<file path="src/rtl/refsched_pkg.sv">
// Shared types for the refresh scheduler.
package refsched_pkg;
    // Priority class of a bank as a refresh candidate; larger wins.
    typedef enum logic [2:0] {
        LVL_NONE      = 3'd0,
        LVL_EARLY     = 3'd1,
        LVL_OWED_WR   = 3'd2,
        LVL_OWED_IDLE = 3'd3,
        LVL_FORCED    = 3'd4
    } lvl_e;
    localparam int LVL_W = 3;
endpackage

</file>
<file path="src/rtl/refsched_bank_state.sv">
// Per-bank state: signed refresh credit, busy timer and candidate class.
// Assumes grant is only raised for a bank whose class is not LVL_NONE.
module refsched_bank_state
    import refsched_pkg::*;
#(
    parameter int CNT_W      = 4,
    parameter int CREDIT_MAX = 8,
    parameter int TRFC       = 6,
    localparam int CR_W      = $clog2(CREDIT_MAX + 1) + 1,
    localparam int BUSY_W    = $clog2(TRFC + 1)
) (
    input  logic                   clk,
    input  logic                   rst_n,
    input  logic                   tick,
    input  logic                   grant,
    input  logic                   drain,
    input  logic [CNT_W-1:0]       rd_cnt,
    input  logic [CNT_W-1:0]       wr_cnt,
    output logic signed [CR_W-1:0] credit,
    output logic                   busy,
    output lvl_e                   level
);
    localparam logic signed [CR_W-1:0] CR_HI = CR_W'(CREDIT_MAX);
    localparam logic signed [CR_W-1:0] CR_LO = -CR_HI;

    logic signed [CR_W-1:0] credit_q;
    logic [BUSY_W-1:0]      busy_q;
    logic                   no_rd;
    logic                   no_wr;

    // Credit tracking: tick lowers, grant raises, saturate at the lower bound.
    always_ff @(posedge clk) begin
        if (!rst_n) begin
            credit_q <= '0;
        end else begin
            case ({grant, tick})
                2'b10:   credit_q <= credit_q + CR_W'(1);
                2'b01:   credit_q <= (credit_q == CR_LO) ? CR_LO : credit_q - CR_W'(1);
                default: credit_q <= credit_q;
            endcase
        end
    end

    // Busy timer: loaded on grant, counts down to zero.
    always_ff @(posedge clk) begin
        if (!rst_n) begin
            busy_q <= '0;
        end else if (grant) begin
            busy_q <= BUSY_W'(TRFC);
        end else if (busy_q != '0) begin
            busy_q <= busy_q - BUSY_W'(1);
        end
    end

    assign no_rd  = (rd_cnt == '0);
    assign no_wr  = (wr_cnt == '0);
    assign credit = credit_q;
    assign busy   = (busy_q != '0);

    // Candidate classification from credit, queues and drain state.
    always_comb begin
        if (busy) begin
            level = LVL_NONE;
        end else if (credit_q <= CR_LO) begin
            level = LVL_FORCED;
        end else if (credit_q < 0 && no_rd && no_wr) begin
            level = LVL_OWED_IDLE;
        end else if (credit_q < 0 && no_rd) begin
            level = LVL_OWED_WR;
        end else if (drain && no_rd && credit_q >= 0 && credit_q < CR_HI) begin
            level = LVL_EARLY;
        end else begin
            level = LVL_NONE;
        end
    end
endmodule

</file>
<file path="src/rtl/refsched_arbiter.sv">
// Picks one bank: highest class, then lowest credit, then lowest index.
// Assumes NUM_BANKS >= 2. Purely combinational.
module refsched_arbiter
    import refsched_pkg::*;
#(
    parameter int NUM_BANKS = 8,
    parameter int CR_W      = 5,
    localparam int IDX_W    = $clog2(NUM_BANKS)
) (
    input  logic [NUM_BANKS*LVL_W-1:0] lvl_flat,
    input  logic [NUM_BANKS*CR_W-1:0]  cred_flat,
    output logic                       found,
    output logic [IDX_W-1:0]           sel
);
    lvl_e                   best_l;
    logic signed [CR_W-1:0] best_c;

    // Linear scan; strict comparisons keep the lowest index on ties.
    always_comb begin
        best_l = LVL_NONE;
        best_c = '0;
        sel    = '0;
        for (int i = 0; i < NUM_BANKS; i++) begin
            if (lvl_e'(lvl_flat[i*LVL_W +: LVL_W]) != LVL_NONE &&
                (lvl_e'(lvl_flat[i*LVL_W +: LVL_W]) > best_l ||
                 (lvl_e'(lvl_flat[i*LVL_W +: LVL_W]) == best_l &&
                  $signed(cred_flat[i*CR_W +: CR_W]) < best_c))) begin
                best_l = lvl_e'(lvl_flat[i*LVL_W +: LVL_W]);
                best_c = $signed(cred_flat[i*CR_W +: CR_W]);
                sel    = IDX_W'(i);
            end
        end
        found = (best_l != LVL_NONE);
    end
endmodule

</file>
<file path="src/rtl/refsched_top.sv">
// Dynamic per-bank refresh scheduler for one rank.
// Assumes refi_tick pulses no faster than the spacing allows all owed banks
// to be served; rd/wr counts and drain_mode come from the command scheduler.
module refsched_top
    import refsched_pkg::*;
#(
    parameter int NUM_BANKS  = 8,
    parameter int CNT_W      = 4,
    parameter int CREDIT_MAX = 8,
    parameter int TRFC       = 6,
    parameter int GAP        = 4,
    localparam int IDX_W     = $clog2(NUM_BANKS),
    localparam int CR_W      = $clog2(CREDIT_MAX + 1) + 1,
    localparam int GAP_W     = $clog2(GAP + 1)
) (
    input  logic                       clk,
    input  logic                       rst_n,
    input  logic                       refi_tick,
    input  logic                       drain_mode,
    input  logic [NUM_BANKS*CNT_W-1:0] rd_pending,
    input  logic [NUM_BANKS*CNT_W-1:0] wr_pending,
    output logic                       ref_req,
    output logic [IDX_W-1:0]           ref_bank,
    output logic [NUM_BANKS-1:0]       bank_busy
);
    logic [NUM_BANKS*LVL_W-1:0] lvl_flat;
    logic [NUM_BANKS*CR_W-1:0]  cred_flat;
    logic [NUM_BANKS-1:0]       grant;
    logic                       found;
    logic [IDX_W-1:0]           sel;
    logic [GAP_W-1:0]           gap_q;
    logic                       issue;

    assign issue = found && (gap_q == '0);

    for (genvar b = 0; b < NUM_BANKS; b++) begin : g_bank
        lvl_e lvl_b;
        logic signed [CR_W-1:0] cr_b;

        assign grant[b] = issue && (sel == IDX_W'(b));

        refsched_bank_state #(
            .CNT_W      (CNT_W),
            .CREDIT_MAX (CREDIT_MAX),
            .TRFC       (TRFC)
        ) u_state (
            .clk    (clk),
            .rst_n  (rst_n),
            .tick   (refi_tick),
            .grant  (grant[b]),
            .drain  (drain_mode),
            .rd_cnt (rd_pending[b*CNT_W +: CNT_W]),
            .wr_cnt (wr_pending[b*CNT_W +: CNT_W]),
            .credit (cr_b),
            .busy   (bank_busy[b]),
            .level  (lvl_b)
        );

        assign lvl_flat[b*LVL_W +: LVL_W] = lvl_b;
        assign cred_flat[b*CR_W +: CR_W]  = cr_b;
    end

    refsched_arbiter #(
        .NUM_BANKS (NUM_BANKS),
        .CR_W      (CR_W)
    ) u_arb (
        .lvl_flat  (lvl_flat),
        .cred_flat (cred_flat),
        .found     (found),
        .sel       (sel)
    );

    // Spacing timer: blocks issue for GAP-1 cycles after each refresh.
    always_ff @(posedge clk) begin
        if (!rst_n) begin
            gap_q <= '0;
        end else if (issue) begin
            gap_q <= GAP_W'(GAP - 1);
        end else if (gap_q != '0) begin
            gap_q <= gap_q - GAP_W'(1);
        end
    end

    // Output register: one-cycle command pulse with its bank index.
    always_ff @(posedge clk) begin
        if (!rst_n) begin
            ref_req  <= 1'b0;
            ref_bank <= '0;
        end else begin
            ref_req <= issue;
            if (issue) begin
                ref_bank <= sel;
            end
        end
    end
endmodule

</file>
<file path="config.mk">
export PLATFORM = sky130hd
export DESIGN_NAME = refsched_top
export DESIGN_NICKNAME = d
export VERILOG_FILES = /design/src/rtl/refsched_pkg.sv /design/src/rtl/refsched_bank_state.sv /design/src/rtl/refsched_arbiter.sv /design/src/rtl/refsched_top.sv
export SDC_FILE = /design/constraint.sdc
export NUM_CORES = 1
export LEC_CHECK = 0
export BUFFER_PORTS_ARGS = -buffer_cell sky130_fd_sc_hd__buf_2
export CORE_MARGIN = 5
export CORE_UTILIZATION = 55
export DETAILED_ROUTE_END_ITERATION = 16
export GPL_TIMING_DRIVEN = 0
export PLACE_DENSITY = 0.76
export SLEW_MARGIN = 25
export SYNTH_ARGS = -nofsm -noshare
export SYNTH_HDL_FRONTEND = slang
export SYNTH_SLANG_ARGS = --single-unit
</file>
<file path="constraint.sdc">
create_clock -name clk -period 23.4 [get_ports clk]
set_input_delay 2.34 -clock clk [delete_from_list [all_inputs] [get_ports clk]]
set_output_delay 2.34 -clock clk [all_outputs]
set_load 0.02 [all_outputs]
</file>
* After elaboration in Yosys (flattened, before gate mapping) *
Cells that the tools add are included.

storage, ports and cells
  output and inout port bits = 12
  input bits = 68
  bits in registers = 71
  word-level logic and storage cells = 372

operators by class
  reductions and logical operators = 136
  equal/unequal tests = 38
  $lt $le $gt $ge = 48
  add/subtract/negate cells = 25
  muxes and demuxes = 96
  bitwise gates (word level) = 1

operator list
  kind                                                  count
  two-way mux 3 bit                                     60
  case mux 5 bit (2 select lines)                       8
  two-way mux 5 bit                                     15
  logical AND 1 bit                                     65
  logical NOT 4 bit                                     16
  nonzero test 3 bit                                    18
  < comparator 5 x 1 -> 1 bit (second input constant)   9
  adder 5 x 2 -> 5 bit (second input constant)          8
  equality test 5 x 4 -> 1 bit (second input constant)  8
  >= comparator 5 x 1 -> 1 bit (second input constant)  8
  <= comparator 5 x 4 -> 1 bit (second input constant)  8
  < comparator 5 bit (second input constant)            8
  subtractor 5 x 2 -> 5 bit (second input constant)     8
  < comparator 5 bit                                    7
  nonzero test 2 bit                                    17
  subtractor 3 x 1 -> 3 bit (second input constant)     9
  equality test 3 bit                                   7
  > comparator 3 bit                                    7
  OR reduction 2 bit                                    9
  equality test 2 x 1 -> 1 bit (second input constant)  8
  equality test 2 bit (second input constant)           8
  equality test 3 bit (second input constant)           4
  logical NOT 3 bit                                     3
  two-way mux 1 bit                                     9
  other kinds (6)                                       17

* Longest topological paths before layout *
  word-level depth = 54
  gate-level depth with buffers = 88
  mapped depth without buffers = 82

* Cells and area by module *
A second synthesis with hierarchy kept.

second synthesis, totals
  cells, all modules = 957
  area total of the unflattened synthesis = 7724.9 um2

modules (own cells, without submodules)
  module               area each (um2)  sequential area each (um2)  cells each  instances
  refsched_bank_state  615.6            160.2                       75          8
  refsched_arbiter     2386.0           0.0                         309         1
  refsched_top         414.1            140.1                       48          1

* Least setup slack after synthesis *
No wires, ideal clock.

  path kind = input-to-reg
  start = in rd_pending[5]
  end = reg g_bank[0].u_state.credit_q[3]
  stages = 78
  setup slack = 6.044 ns
  required time = 23.278 ns
  arrival = 17.234 ns
  path buffers = 5
  library setup time = 0.122 ns
  path through = or4_4 > nor2_4 > nand2_1 > ha_1 > nand2b_1 > a21o_1 > a21o_1 > o211ai_2 > mux2i_1 > ha_1 > nand2b_1 > a21o_1 > a21oi_1 > o31ai_1 > o31ai_2 > clkbuf_1 > nor2_1 > a21oi_1 > (+42 left out) > a21oi_1 > o21ai_0 > nor3_1 > a221oi_1 > nor2b_1 > nand2_1 > a21oi_1 > nor2_1 > or3_1 > nor3_2 > inv_1 > ha_1 > clkbuf_1 > nor2b_1 > nand3_1 > o21ai_0 > nor2_1 > o311a_1

on the way
  longest elaborated chain between the ends = 49
  elaborated cells between the ends (all ways) = 81
  classes of those cells = order compare (13); eq/ne (9); mux (26); reduce/logical (33)

ends and longest elaborated chain
  element                                                                      RTL line                   RTL
  start: declaration                                                           refsched_top.sv:20         input logic [NUM_BANKS*CNT_W-1:0] rd_pending,
  logical NOT 4 bit *                                                          refsched_bank_state.sv:55  assign no_rd = (rd_cnt == '0);
  logical AND 1 bit (3 in a row)                                               refsched_bank_state.sv:70  end else if (drain && no_rd && credit_q >= 0 && credit_q < CR_HI) begin
  two-way mux 1 bit                                                            refsched_bank_state.sv:70
  two-way mux 3 bit                                                            refsched_bank_state.sv:68  end else if (credit_q < 0 && no_rd) begin
  two-way mux 3 bit *                                                          refsched_bank_state.sv:66  end else if (credit_q < 0 && no_rd && no_wr) begin
  two-way mux 3 bit *                                                          refsched_bank_state.sv:64  end else if (credit_q <= CR_LO) begin
  two-way mux 3 bit *                                                          refsched_bank_state.sv:62  if (busy) begin
  parallel branches: the longest is 37 deep, another holds < comparator 5 bit  --
  logical AND 1 bit *                                                          refsched_top.sv:40         assign grant[b] = issue && (sel == IDX_W'(b));
  equality test 2 x 1 -> 1 bit or equality test 2 bit (tied branches)          refsched_bank_state.sv:36  case ({grant, tick})
  case mux 5 bit (2 select lines) or nonzero test 2 bit (tied branches)        --
  end signal: assignment                                                       refsched_bank_state.sv:37  2'b10: credit_q <= credit_q + CR_W'(1);
  end signal: assignment                                                       refsched_bank_state.sv:38  2'b01: credit_q <= (credit_q == CR_LO) ? CR_LO : credit_q - CR_W'(1);
  end signal: assignment                                                       refsched_bank_state.sv:39  default: credit_q <= credit_q;
  end: declaration                                                             refsched_bank_state.sv:26  logic signed [CR_W-1:0] credit_q;

Mark *: on every way between the ends.
A chain may end at the register's enable or synchronous reset.

* Worst setup path after layout *
  start = in drain_mode
  end = reg g_bank[2].u_state.credit_q[4]

on the way
  longest elaborated chain between the ends = 53
  elaborated cells between the ends (all ways) = 149
  classes of those cells = order compare (15); eq/ne (10); mux (63); reduce/logical (61)

ends and longest elaborated chain
  element                                                                               RTL line                   RTL
  start: declaration                                                                    refsched_top.sv:19         input logic drain_mode,
  parallel branches: the longest is 50 deep, another holds > comparator 3 x 1 -> 1 bit  --
  logical AND 1 bit *                                                                   refsched_top.sv:40
  equality test 2 x 1 -> 1 bit or equality test 2 bit (tied branches)                   refsched_bank_state.sv:36
  case mux 5 bit (2 select lines) or nonzero test 2 bit (tied branches)                 --
  end signal: assignment                                                                refsched_bank_state.sv:37
  end signal: assignment                                                                refsched_bank_state.sv:38
  end signal: assignment                                                                refsched_bank_state.sv:39
  end: declaration                                                                      refsched_bank_state.sv:26

Marks and branches as above.

==> impl_metrics.toml <==
[pwr]
worst_ir_drop_vdd_mv = 0.0586
power_per_cell_area_nw_per_um2 = 91.9
total_leakage_power_nw = 3.71
design_power_total_mw = 0.756

[sta]
setup_repair_after_global_routing_missed_its_margin = "no"
timing.final.max_slew_violations = 0
timing.final.setup_violations = 0
setup_slack_ns = 3.39
finalWorstPathRequiredPeriod_ns = 20.01
timing.fmax_mhz = 50.0
timing.final.hold_violations = 0
final_min_period_over_clock_period_pct = 85.5
worst-slew-pin-transition_ns = 0.935
timing.setup.tns_ns = 0
clock-skew-final_ns = 0.00620
max-slew-margin-rel_pct = 37.7

[drt]
drt-wirelength-per-cell_microns = 15.2
route.antenna.remaining_nets = 0
postRouteWirelength_microns = 18900
drtPass1Iterations = 6
drt-vias-per-instance = 5.88
detailroute.via_count = 7294
drc = 0
detailed_route_iter0_violations = 440

[clocking]
cts.path.max_buffers = 2
cts_tree = "built"
clk_transition_reported_paths_ns = 0.06
cts_made_buffers = 9
ctsResizeCount = 0
postCtsHoldBufs = 0
post-cts-setup-buffers = 0
clkSinkCount = 71
ctsRootBufferMaster = "sky130_fd_sc_hd__clkbuf_16"
clk_latency_ns = 0.35
h-tree-depth = 3

[worst_setup_path]
critPathCaptureType = "register"
startpoint = "drain_mode"
cp-start-kind = "input port"
crit_top_cell = "sky130_fd_sc_hd__a21oi_1"
cp-endpoint = "g_bank[2].u_state.credit[4]"
worst_path_largest_cell_delay_ns = 0.69
timing.rr.end = "g_bank[2].u_state.credit[4]"
rr_worst_depth = 76
criticalPathCategory = "in -> reg"
reg2reg_setup_slack_ns = 4.68
crit_path_max_fanout = 10
worst_ep_required_time_ns = 23.67
worstPathArrival_ns = 20.28
critical-path-slowest-cell = "sky130_fd_sc_hd__or4b_2"
regToRegStartpoint = "g_bank[0].u_state.busy_q[0]"

[place]
pre_cts_slack_ns = 3.45
io_buffer_count = 79
dp.cells = 1224
gp_routability_congestion = 0.916
dp_hpwl_microns = 14400

[yosys]
seq_cells_post_synth = 71
synth.distinct_cells = 80
ys_dominant_reg_cell = "sky130_fd_sc_hd__dfxtp_1"
synth.cell_area_sq_um = 7300
synthesis.nets = 1129
synth_seq_area_share_pct = 19.5
postSynthAreaPerCell_sq_um = 7.54
synth-warning-count = 0
synthArstFlopShare_pct = 0
netlist_instances = 969
synth_enable_flop_cells = 0

[worst_hold_path]
hold_wc_path_type = "reg -> reg"

[global_routing]
overflow = 0
grt_first_pass_wirelength_microns = 31100
via_count_of_the_first_global_routing_pass = 6683
antenna_found_initial = 0
grt_start_max_net_pins = 14
grt.total_usage_pct = 23.8

[floorplan]
initial_utilization_pct = 55.6
full_die_area_sq_um = 15700
dieWidth_microns = 125
core_sq_um = 13100
die_height_microns = 125
core.rowCount = 42
top_level_ports = 80

[cells_and_area]
drive_above_1_share_pct = 14.4
nets_finish = 1219
insertedDiodeCount = 0
final_cell_count_no_fill = 1240
synthToLayoutAreaGrowth_pct = 12.7

[status]
outcome = "completed"

[flow_run]
max_cap_viol_count = 0
## kinds of logic after synthesis
family,share of synthesized area [%]
xor gates and xnor gates,1.44
DFF,19.5
buffers and inverters,7.57
and+or+nand+nor,25.1
adders and majority gates,15.8
muxes,5.60
AOI/OAI and AO/OA,25.1
## routing by layer
| metal | up-vias | track usage (%) | wire [microns] | part of all wire, % |
|---|---|---|---|---|
| met2 | 174 | 39.8 | 8740 | 46 |
| met3 | 36 | 5.37 | 978 | 5.2 |
| met5 | - | 0 | 0 | 0 |
| met1 | 3384 | 30.0 | 8620 | 46 |
| met4 | 0 | 8.35 | 556 | 2.9 |
| li1 | 3700 | - | - | - |
## final cells by class
class | instances | area [sq um]
multi-input combinational | 760 | 5330
fill | 1210 | 4910
sequential | 71 | 1420
timing repair buffer | 79 | 395
inverter | 91 | 342
clock buffer | 10 | 239
tap | 176 | 220
buffer | 47 | 211
clock inverter | 6 | 70.1
## where the power goes
part	internal, mW	switching [mW]	leakage [nW]
Combinational	0.183	0.251	2.99
Sequential	0.149	0.0283	0.582
Clock	0.0858	0.0587	0.141
## per-stage QoR
stage | hold WS, ns | area, sq um | util [%]
6_report | 0.466 | 8230 | 62.6
4_1_cts | 0.469 | 8230 | 62.6
5_1_grt | 0.496 | 8230 | 62.6
3_5_place_dp | 0.460 | 7920 | 60.3
2_1_floorplan | 0.438 | 7300 | -
3_3_place_gp | 0.448 | 7920 | 60.3
## worst max-delay path: cells and delay by family
| kind | cells | cell delay (ns) |
|---|---|---|
| multiplexers | 4 | 1.38 |
| AO/OA/AOI/OAI | 31 | 7.83 |
| adder cells (fa/ha/maj) | 8 | 2.12 |
| AND/OR/NAND/NOR | 20 | 4.28 |
| buffers and inverters | 11 | 2.25 |
## cells in the final DEF (no fill, tap or decap), types with 17 or more instances in the layout
master	Yosys	routed
sky130_fd_sc_hd__buf_2	4	83
sky130_fd_sc_hd__mux2i_1	27	27
sky130_fd_sc_hd__inv_1	88	88
sky130_fd_sc_hd__nor3_1	17	17
sky130_fd_sc_hd__dfxtp_1	71	71
sky130_fd_sc_hd__ha_1	92	92
sky130_fd_sc_hd__nor2_1	78	78
sky130_fd_sc_hd__a21oi_1	77	77
sky130_fd_sc_hd__clkbuf_1	35	35
sky130_fd_sc_hd__nand3_1	22	22
sky130_fd_sc_hd__nand2_1	59	59
sky130_fd_sc_hd__or3_1	27	27
sky130_fd_sc_hd__o21ai_0	63	63
sky130_fd_sc_hd__a31oi_1	27	27
sky130_fd_sc_hd__nor2b_1	18	18
## how the worst min path moves through the flow
| stage | startpoint | to | cells past startpoint |
|---|---|---|---|
| after global placement | gap_q[1] | gap_q[1] | 2 |
| after detailed placement | gap_q[1] | gap_q[1] | 2 |
| after CTS | gap_q[1] | gap_q[1] | 2 |
| final | gap_q[1] | gap_q[1] | 2 |
| after global routing | gap_q[1] | gap_q[1] | 2 |
| after floorplan | gap_q[1] | gap_q[1] | 2 |
## Yosys cell counts (7+ instances only)
cell                        n  area [sq um]
sky130_fd_sc_hd__a211oi_1  10          75.1
sky130_fd_sc_hd__a21o_1    16           120
sky130_fd_sc_hd__a21oi_1   77           385
sky130_fd_sc_hd__a31oi_1   27           169
sky130_fd_sc_hd__and2_1     8          50.1
sky130_fd_sc_hd__and3_1    16           100
sky130_fd_sc_hd__buf_4      8          60.1
sky130_fd_sc_hd__clkbuf_1  35           131
sky130_fd_sc_hd__dfxtp_1   71          1420
sky130_fd_sc_hd__ha_1      92          1150
sky130_fd_sc_hd__inv_1     88           330
sky130_fd_sc_hd__mux2_2    11           124
sky130_fd_sc_hd__mux2i_1   27           270
sky130_fd_sc_hd__nand2_1   59           221
sky130_fd_sc_hd__nand2b_1  15          93.8
sky130_fd_sc_hd__nand3_1   22           110
sky130_fd_sc_hd__nand4_1    9          56.3
sky130_fd_sc_hd__nor2_1    78           293
sky130_fd_sc_hd__nor2b_1   18           113
sky130_fd_sc_hd__nor3_1    17          85.1
sky130_fd_sc_hd__nor3b_1    7          52.6
sky130_fd_sc_hd__nor4_1    16           100
sky130_fd_sc_hd__o21a_1    15           113
sky130_fd_sc_hd__o21ai_0   63           315
sky130_fd_sc_hd__or2_2      9          56.3
sky130_fd_sc_hd__or3_1     27           169
sky130_fd_sc_hd__xnor2_1    7          61.3
## sequential cells by signal, summed over array words and instances, names as in the netlist
name,count
g_bank.u_state.busy_q,24
gap_q,3
ref_req,1
ref_bank,3
g_bank.u_state.credit,40
No activity file was read; power rests on OpenSTA's default activity.
